`src/rtl/hla_pkg.sv`:
```
package hla_pkg;
  typedef enum logic [2:0] {
    ST_CLEAR,
    ST_IDLE,
    ST_SUM,
    ST_CHECK,
    ST_DLOAD,
    ST_DWAIT,
    ST_FINISH
  } hla_state_e;
endpackage

```
`src/rtl/hla_bin_mem.sv`:
```
module hla_bin_mem #(
  parameter int CODE_W = 4,
  parameter int CNT_W  = 16
) (
  input  logic              clk,
  input  logic              rst,
  input  logic              wr_clr,
  input  logic [CODE_W-1:0] clr_addr,
  input  logic              inc_en,
  input  logic [CODE_W-1:0] inc_addr,
  input  logic [CODE_W-1:0] rd_addr,
  output logic [CNT_W-1:0]  rd_data,
  output logic              inc_lost
);
  localparam int DEPTH = 1 << CODE_W;

  logic [CNT_W-1:0] mem [DEPTH];
  logic             bin_full;

  assign bin_full = (mem[inc_addr] == {CNT_W{1'b1}});
  assign inc_lost = inc_en && bin_full;
  assign rd_data  = mem[rd_addr];

  // Distributed-RAM style: one write port, asynchronous reads.
  always_ff @(posedge clk) begin
    if (wr_clr)
      mem[clr_addr] <= '0;
    else if (inc_en && !bin_full)
      mem[inc_addr] <= mem[inc_addr] + 1'b1;
  end

  // a full bin stays full when incremented again
  p_sat_hold_r6: assert property (@(posedge clk) disable iff (rst)
    (inc_en && !wr_clr && mem[inc_addr] == {CNT_W{1'b1}})
      |=> (mem[$past(inc_addr)] == {CNT_W{1'b1}}));

  // a clear write leaves the addressed bin at zero
  p_clr_zero_r7: assert property (@(posedge clk) disable iff (rst)
    wr_clr |=> (mem[$past(clr_addr)] == '0));
endmodule

```
`src/rtl/hla_rdiv.sv`:
```
module hla_rdiv #(
  parameter int N_W = 28,
  parameter int D_W = 20,
  parameter int Q_W = 14
) (
  input  logic           clk,
  input  logic           rst,
  input  logic           start,
  input  logic [N_W-1:0] num,
  input  logic [D_W-1:0] den,
  output logic           done,
  output logic [Q_W-1:0] quo
);
  localparam int S_W = $clog2(N_W + 1);
  localparam int P_W = N_W + D_W + 1;

  logic [N_W-1:0] q_r;
  logic [N_W-1:0] n_keep;
  logic [D_W:0]   r_r;
  logic [D_W-1:0] d_r;
  logic [S_W-1:0] steps;
  logic           busy;
  logic [D_W+1:0] trial;
  logic           ge;

  assign trial = {r_r, q_r[N_W-1]};
  assign ge    = (trial >= (D_W+2)'(d_r));
  assign quo   = q_r[Q_W-1:0];

  // Restoring division: one quotient bit per cycle, MSB first.
  always_ff @(posedge clk) begin
    if (rst) begin
      q_r    <= '0;
      n_keep <= '0;
      r_r    <= '0;
      d_r    <= '0;
      steps  <= '0;
      busy   <= 1'b0;
      done   <= 1'b0;
    end else begin
      done <= 1'b0;
      if (start) begin
        q_r    <= num;
        n_keep <= num;
        d_r    <= den;
        r_r    <= '0;
        steps  <= S_W'(N_W);
        busy   <= 1'b1;
      end else if (busy) begin
        r_r   <= ge ? (trial[D_W:0] - (D_W+1)'(d_r)) : trial[D_W:0];
        q_r   <= {q_r[N_W-2:0], ge};
        steps <= steps - 1'b1;
        if (steps == S_W'(1)) begin
          busy <= 1'b0;
          done <= 1'b1;
        end
      end
    end
  end

  // the result is exact: quotient * divisor + remainder == dividend
  p_div_exact_r3: assert property (@(posedge clk) disable iff (rst)
    done |-> (P_W'(q_r) * P_W'(d_r) + P_W'(r_r) == P_W'(n_keep)));

  // the remainder is below the divisor (floor division)
  p_div_rem_r3: assert property (@(posedge clk) disable iff (rst)
    done |-> (r_r < (D_W+1)'(d_r)));
endmodule

```
`src/rtl/adc_lin_histo.sv`:
```
module adc_lin_histo #(
  parameter int CODE_W = 4,
  parameter int CNT_W  = 16,
  parameter int FRAC_W = 8,
  parameter int DROP_W = 16
) (
  input  logic                             clk,
  input  logic                             rst,
  input  logic                             smp_valid,
  input  logic [CODE_W-1:0]                smp_code,
  input  logic                             clr_req,
  input  logic                             calc_req,
  output logic                             rec_valid,
  output logic [CODE_W-1:0]                rec_code,
  output logic [CNT_W-1:0]                 rec_count,
  output logic signed [CODE_W+FRAC_W+1:0]  rec_dnl,
  output logic signed [CODE_W+FRAC_W+1:0]  rec_inl,
  output logic                             rec_missing,
  output logic                             done,
  output logic                             err_empty,
  output logic                             sat_flag,
  output logic [DROP_W-1:0]                dropped_cnt
);
  import hla_pkg::*;

  localparam int NBINS    = 1 << CODE_W;
  localparam int FIRST    = 1;
  localparam int LAST     = NBINS - 2;
  localparam int N_RET    = NBINS - 2;
  localparam int SUM_W    = CNT_W + CODE_W;
  localparam int NUM_W    = SUM_W + FRAC_W;
  localparam int REC_W    = CODE_W + FRAC_W + 2;
  localparam int MISS_MAG = ((99 << FRAC_W) + 99) / 100;
  localparam logic signed [REC_W-1:0] ONE_Q  = REC_W'(1) << FRAC_W;
  localparam logic signed [REC_W-1:0] MISS_Q = -REC_W'(MISS_MAG);

  hla_state_e               st;
  logic [CODE_W-1:0]        idx;
  logic [SUM_W-1:0]         sum_acc;
  logic                     any_nz;
  logic signed [REC_W-1:0]  inl_acc;
  logic [CNT_W-1:0]         cur_cnt;
  logic [CNT_W-1:0]         rd_cnt;
  logic                     inc_lost;
  logic                     div_start;
  logic [NUM_W-1:0]         div_num;
  logic                     div_done;
  logic [REC_W-1:0]         div_quo;
  logic signed [REC_W-1:0]  dnl_c;
  logic                     accept;

  assign accept = smp_valid && (st == ST_IDLE);
  assign dnl_c  = $signed(div_quo) - ONE_Q;

  hla_bin_mem #(.CODE_W(CODE_W), .CNT_W(CNT_W)) u_bins (
    .clk      (clk),
    .rst      (rst),
    .wr_clr   (st == ST_CLEAR),
    .clr_addr (idx),
    .inc_en   (accept),
    .inc_addr (smp_code),
    .rd_addr  (idx),
    .rd_data  (rd_cnt),
    .inc_lost (inc_lost)
  );

  hla_rdiv #(.N_W(NUM_W), .D_W(SUM_W), .Q_W(REC_W)) u_div (
    .clk   (clk),
    .rst   (rst),
    .start (div_start),
    .num   (div_num),
    .den   (sum_acc),
    .done  (div_done),
    .quo   (div_quo)
  );

  always_ff @(posedge clk) begin
    if (rst) begin
      st          <= ST_CLEAR;
      idx         <= '0;
      sum_acc     <= '0;
      any_nz      <= 1'b0;
      inl_acc     <= '0;
      cur_cnt     <= '0;
      div_start   <= 1'b0;
      div_num     <= '0;
      rec_valid   <= 1'b0;
      rec_code    <= '0;
      rec_count   <= '0;
      rec_dnl     <= '0;
      rec_inl     <= '0;
      rec_missing <= 1'b0;
      done        <= 1'b0;
      err_empty   <= 1'b0;
      sat_flag    <= 1'b0;
      dropped_cnt <= '0;
    end else begin
      rec_valid <= 1'b0;
      done      <= 1'b0;
      err_empty <= 1'b0;
      div_start <= 1'b0;
      if (smp_valid && st != ST_IDLE && dropped_cnt != {DROP_W{1'b1}})
        dropped_cnt <= dropped_cnt + 1'b1;
      if (inc_lost)
        sat_flag <= 1'b1;
      case (st)
        ST_CLEAR: begin
          idx <= idx + 1'b1;
          if (idx == CODE_W'(NBINS - 1))
            st <= ST_IDLE;
        end
        ST_IDLE: begin
          if (clr_req) begin
            st       <= ST_CLEAR;
            idx      <= '0;
            sat_flag <= 1'b0;
          end else if (calc_req) begin
            st      <= ST_SUM;
            idx     <= CODE_W'(FIRST);
            sum_acc <= '0;
            any_nz  <= 1'b0;
          end
        end
        ST_SUM: begin
          sum_acc <= sum_acc + SUM_W'(rd_cnt);
          if (rd_cnt != '0)
            any_nz <= 1'b1;
          if (idx == CODE_W'(LAST))
            st <= ST_CHECK;
          else
            idx <= idx + 1'b1;
        end
        ST_CHECK: begin
          if (!any_nz) begin
            done      <= 1'b1;
            err_empty <= 1'b1;
            st        <= ST_IDLE;
          end else begin
            idx     <= CODE_W'(FIRST);
            inl_acc <= '0;
            st      <= ST_DLOAD;
          end
        end
        ST_DLOAD: begin
          cur_cnt   <= rd_cnt;
          div_num   <= (NUM_W'(rd_cnt) * NUM_W'(N_RET)) << FRAC_W;
          div_start <= 1'b1;
          st        <= ST_DWAIT;
        end
        ST_DWAIT: begin
          if (div_done) begin
            rec_valid   <= 1'b1;
            rec_code    <= idx;
            rec_count   <= cur_cnt;
            rec_dnl     <= dnl_c;
            rec_inl     <= inl_acc + dnl_c;
            rec_missing <= (dnl_c <= MISS_Q);
            inl_acc     <= inl_acc + dnl_c;
            if (idx == CODE_W'(LAST)) begin
              st <= ST_FINISH;
            end else begin
              idx <= idx + 1'b1;
              st  <= ST_DLOAD;
            end
          end
        end
        ST_FINISH: begin
          done <= 1'b1;
          st   <= ST_IDLE;
        end
        default: st <= ST_IDLE;
      endcase
    end
  end

  // records never carry an over-range code
  p_endbin_r2: assert property (@(posedge clk) disable iff (rst)
    rec_valid |-> (rec_code != '0 && rec_code != {CODE_W{1'b1}}));

  // an empty bin always reports as missing
  p_miss_empty_r5: assert property (@(posedge clk) disable iff (rst)
    (rec_valid && rec_count == '0) |-> rec_missing);

  // saturation flag is sticky until a clear is accepted
  p_sat_sticky_r6: assert property (@(posedge clk) disable iff (rst)
    (sat_flag && !(st == ST_IDLE && clr_req)) |=> sat_flag);

  // samples during clear or compute are counted as dropped
  p_drop_r8: assert property (@(posedge clk) disable iff (rst)
    (smp_valid && st != ST_IDLE && dropped_cnt != {DROP_W{1'b1}})
      |=> (dropped_cnt == $past(dropped_cnt) + 1'b1));

  // the empty error comes with done and without a record
  p_err_norec_r9: assert property (@(posedge clk) disable iff (rst)
    err_empty |-> (done && !rec_valid));

  // a successful done directly follows the last record
  p_done_after_rec_r10: assert property (@(posedge clk) disable iff (rst)
    (done && !err_empty) |-> $past(rec_valid));
endmodule

```
`config.mk`:
```
export PLATFORM = sky130hd
export DESIGN_NAME = adc_lin_histo
export DESIGN_NICKNAME = d
export VERILOG_FILES = /design/src/rtl/hla_pkg.sv /design/src/rtl/hla_bin_mem.sv /design/src/rtl/hla_rdiv.sv /design/src/rtl/adc_lin_histo.sv
export SDC_FILE = /design/constraint.sdc
export NUM_CORES = 1
export LEC_CHECK = 0
export BUFFER_PORTS_ARGS = -buffer_cell sky130_fd_sc_hd__buf_2
export CAP_MARGIN = 20
export CORE_UTILIZATION = 39
export CTS_BUF_LIST = sky130_fd_sc_hd__clkbuf_16
export DETAILED_ROUTE_END_ITERATION = 12
export PLACE_DENSITY = 0.61
export SLEW_MARGIN = 10
export SYNTH_ARGS = -nofsm -noshare
export SYNTH_HDL_FRONTEND = slang
export SYNTH_SLANG_ARGS = --single-unit
```
`constraint.sdc`:
```
create_clock -name clk -period 10.4 [get_ports clk]
set_input_delay 3.12 -clock clk [delete_from_list [all_inputs] [get_ports clk]]
set_output_delay 3.12 -clock clk [all_outputs]
set_load 0.005 [all_outputs]
```
==> reports/summary.txt <==
mean routed wirelength per cell -> 20.0 um
total of warnings raised by yosys -> 0
accumulated negative setup slack -> 0 ns
Total Routing Usage GR -> 18.5%
number of buffers inserted by post-CTS setup repair -> 0
worst skew pair latency -> 0.59 ns
cell at the root of the clock tree -> clkbuf_16
power density of the placed cells -> 166 nW/um^2
clk sinks -> 482
overall die height -> 251 um
cell family with most CP delay -> buffers and inverters
Worst Path Buf+Inv -> 3
post-synthesis instance total -> 2016
Net Count, Synth -> 2127
Worst path most repeated cell -> buf_4
classification of the worst-slack hold path -> reg2reg
element type at the critical path start -> primary input
number of buffers created by CTS -> 50
switching share of total power -> 26.1%
net switching power of the design -> 1.17 mW
CTS tree -> done
VDD IR max -> 0.149 mV
fin nets -> 2178
leading post-synthesis cells by cell area -> edfxtp_1 32%, dfxtp_1 19%, mux4_2 14%
number of fill cells in the layout -> 5566
pin count of the biggest net entering global routing -> 73
count of unique library cells instantiated by Yosys -> 69
Max FO, Critical Path -> 43
critical path's slowest cell -> buf_2
most frequently used flop master after synthesis -> edfxtp_1
weighted congestion reported at the end of routability-driven placement -> 0.859
Via Count -> 16.3k
number of global-route vias before repair -> 16.2k
Worst Path Arrival -> 8.10 ns
cell-by-cell trace of the critical path -> buf_2 -> buf_4 -> mux4_4 -> mux4_2 -> ha_1 -> nand3_1 -> or2_2 -> nor4_2 -> or2_1 -> or3b_4 -> o22ai_2 -> buf_4
number of DRC violations after detailed routing -> 0
clock-pin slew on the worst setup and hold paths -> 0.06 ns
fraction of layout instances using a drive strength above 1 -> 18.2%
total setup violations reported at the end of the flow -> 0
violation count after the first detailed-routing iteration -> 1237
Buffers on Ports -> 77
setup repair after global routing missed its margin -> no
post-synthesis average cell area -> 12.0 um^2
cts repair resizes -> 0
LEAKAGE -> 9.36 nW
post-route fraction of the period consumed by the critical path -> 75.1%
Routed WL -> 57800 um
proportion of power drawn by combinational gates -> 14.9%
DIE WIDTH -> 251 um
DP HPWL -> 38100 um
via count normalized by instance count -> 5.63
effective utilization at floorplan -> 39.8%
sequential power share -> 45.3%
cell with the most instances after synthesis -> edfxtp_1
Setup crit end kind -> flip-flop
Fmax -> 128 MHz
first-pass iteration count of the detailed router -> 5
Yosys top cell by area -> edfxtp_1
top cells by instance count after synthesis -> 256 x edfxtp_1, 226 x dfxtp_1, 224 x nand2_1
asr flop ratio synth -> 0%
top-area cell type share of the netlist area -> 31.8%
register area share after synthesis -> 50.5%
final-report max-slew violation count -> 0
placeable core region -> 60800 um^2
H-Tree Depth -> 2
clock period minus final worst setup slack -> 7.81 ns
maximum single-stage delay on the critical path -> 0.82 ns
total standard cell area after synthesis -> 24200 um^2
kind of critical path -> in2reg
global-route wire length before repair -> 91500 um
EDFF count, synth -> 256
number of buffers added to fix hold violations after cts -> 0
final core utilization -> 44.6%
total gr overflow -> 0
Slew headroom -> 26.2%
internal power -> 3.33 mW
antenna violations before repair -> 0
data required time of the worst path -> 10.69 ns
number of nets with antenna violations after detailed routing -> 0
area overhead of the layout relative to synthesis -> 12.2%
standard-cell row count -> 90
outcome -> finished, final reports clean
proportion of power drawn by the clock network -> 39.8%
largest buffer count on any clock path -> 3
number of endpoints with negative hold slack in the final report -> 0
number of inserted diodes -> 0
register bit count reported by yosys -> 482
top-level port count -> 78
Layout Skew -> 0.0175 ns
die area -> 63000 um^2
total of max-cap violations -> 0
actual transition at the worst max-transition pin -> 1.11 ns
-- worst min-delay path: stages (launching register included) --
cell	delay, ns
dfxtp_1	0.31
nand2_1	0.05
a21oi_1	0.05
-- cells in the final DEF, fill, tap and decap left out, types with 5 or more instances in the layout --
cell | netlist | layout
o22ai_2 | 0 | 12
edfxtp_1 | 256 | 256
nor3_1 | 23 | 23
mux4_1 | 7 | 7
o21a_1 | 12 | 12
o2111ai_1 | 5 | 5
nand2_1 | 224 | 224
o21ai_0 | 61 | 61
xnor2_1 | 38 | 38
buf_4 | 4 | 32
or3_1 | 14 | 14
dfxtp_1 | 226 | 222
nand3_1 | 30 | 29
nor2b_1 | 14 | 14
a211oi_1 | 21 | 21
a21o_1 | 27 | 27
nor2_1 | 194 | 193
a31oi_1 | 5 | 5
ha_1 | 83 | 83
clkinv_1 | 1 | 9
nand4_1 | 10 | 10
and3_1 | 10 | 9
nor4_1 | 5 | 5
clkbuf_16 | 0 | 51
mux2i_1 | 65 | 65
mux4_2 | 148 | 148
xor2_1 | 43 | 43
nand2b_1 | 16 | 16
o21bai_1 | 7 | 7
clkinvlp_4 | 0 | 7
clkinv_4 | 0 | 5
buf_2 | 8 | 75
a21oi_1 | 173 | 173
bufinv_16 | 0 | 5
fa_1 | 19 | 19
or2_2 | 11 | 11
inv_1 | 63 | 70
a22oi_1 | 10 | 10
-- final cells by class --
type | instances | area, um^2 | area share, %
well taps | 782 | 978 | 3.60
flip-flops and latches | 482 | 12200 | 45.0
inverters | 64 | 240 | 0.885
clock inverters | 41 | 374 | 1.38
clock buffers | 51 | 1280 | 4.70
repair buffers | 110 | 669 | 2.47
multi-input cells | 1359 | 11400 | 42.0
-- flip-flops by register name, indices dropped and copies added, names as in the netlist, 4 cells and up, named ones only --
signal / count
u_div.q_r: 28
u_div.r_r: 21
rec_count: 16
u_div.d_r: 20
cur_cnt: 16
u_bins.mem: 256
rec_dnl: 14
idx: 4
rec_code: 4
rec_inl: 14
div_num: 18
inl_acc: 14
u_div.steps: 5
sum_acc: 20
dropped_cnt: 16
-- kinds of logic after synthesis --
kind of cell | share of synthesized area, %
compound gates | 9.48
xor+xnor | 3.03
fa+ha+maj | 5.87
buf+inv | 3.08
flops | 50.5
mux | 17.8
simple gates | 10.3
-- power groups by stage --
| stage | Sequential (mW) | Clock, mW | Combinational (mW) |
|---|---|---|---|
| 2_1_floorplan | 2.06 | 0 | 0.527 |
| 3_3_place_gp | 2.08 | 0 | 0.649 |
| 3_5_place_dp | 2.08 | 0 | 0.662 |
| 4_1_cts | 2.04 | 1.84 | 0.666 |
| 5_1_grt | 2.05 | 1.91 | 0.743 |
| 6_report | 2.04 | 1.80 | 0.670 |
-- layer usage --
| layer | wire length [um] | vias up | GRT usage, % |
|---|---|---|---|
| met3 | 3070 | 105 | 3.13 |
| met1 | 25900 | 8107 | 25.1 |
| met4 | 1620 | 0 | 6.10 |
| met2 | 27200 | 448 | 30.1 |
| met5 | 0 | - | 0 |
| li1 | - | 7617 | - |
-- path summary, 6_finish.rpt --
kind	slack (ns)	depth (start not counted)	end	startpoint
worst max-delay path	2.59	12	u_bins.mem[10][7]	smp_code[1]
worst min-delay path	0.45	2	rec_count[10]	cur_cnt[10]
worst max register to register	4.35	14	div_num[27]	flip-flop
worst min register to register	0.45	2	rec_count[10]	cur_cnt[10]
-- through the flow --
stage          hold slack, ns  cells  setup WS (ns)  total power [mW]  area (um^2)
2_1_floorplan           0.427   2016           2.98              2.59        24200
3_3_place_gp            0.440   2794           2.11              2.73        25400
3_5_place_dp            0.444   2794           2.01              2.75        25400
4_1_cts                 0.453   2886           2.64              4.55        27100
5_1_grt                 0.463   2889           2.39              4.70        27100
6_report                0.451   2889           2.59              4.51        27100
Note: power is estimated with default switching activity, not from simulation.
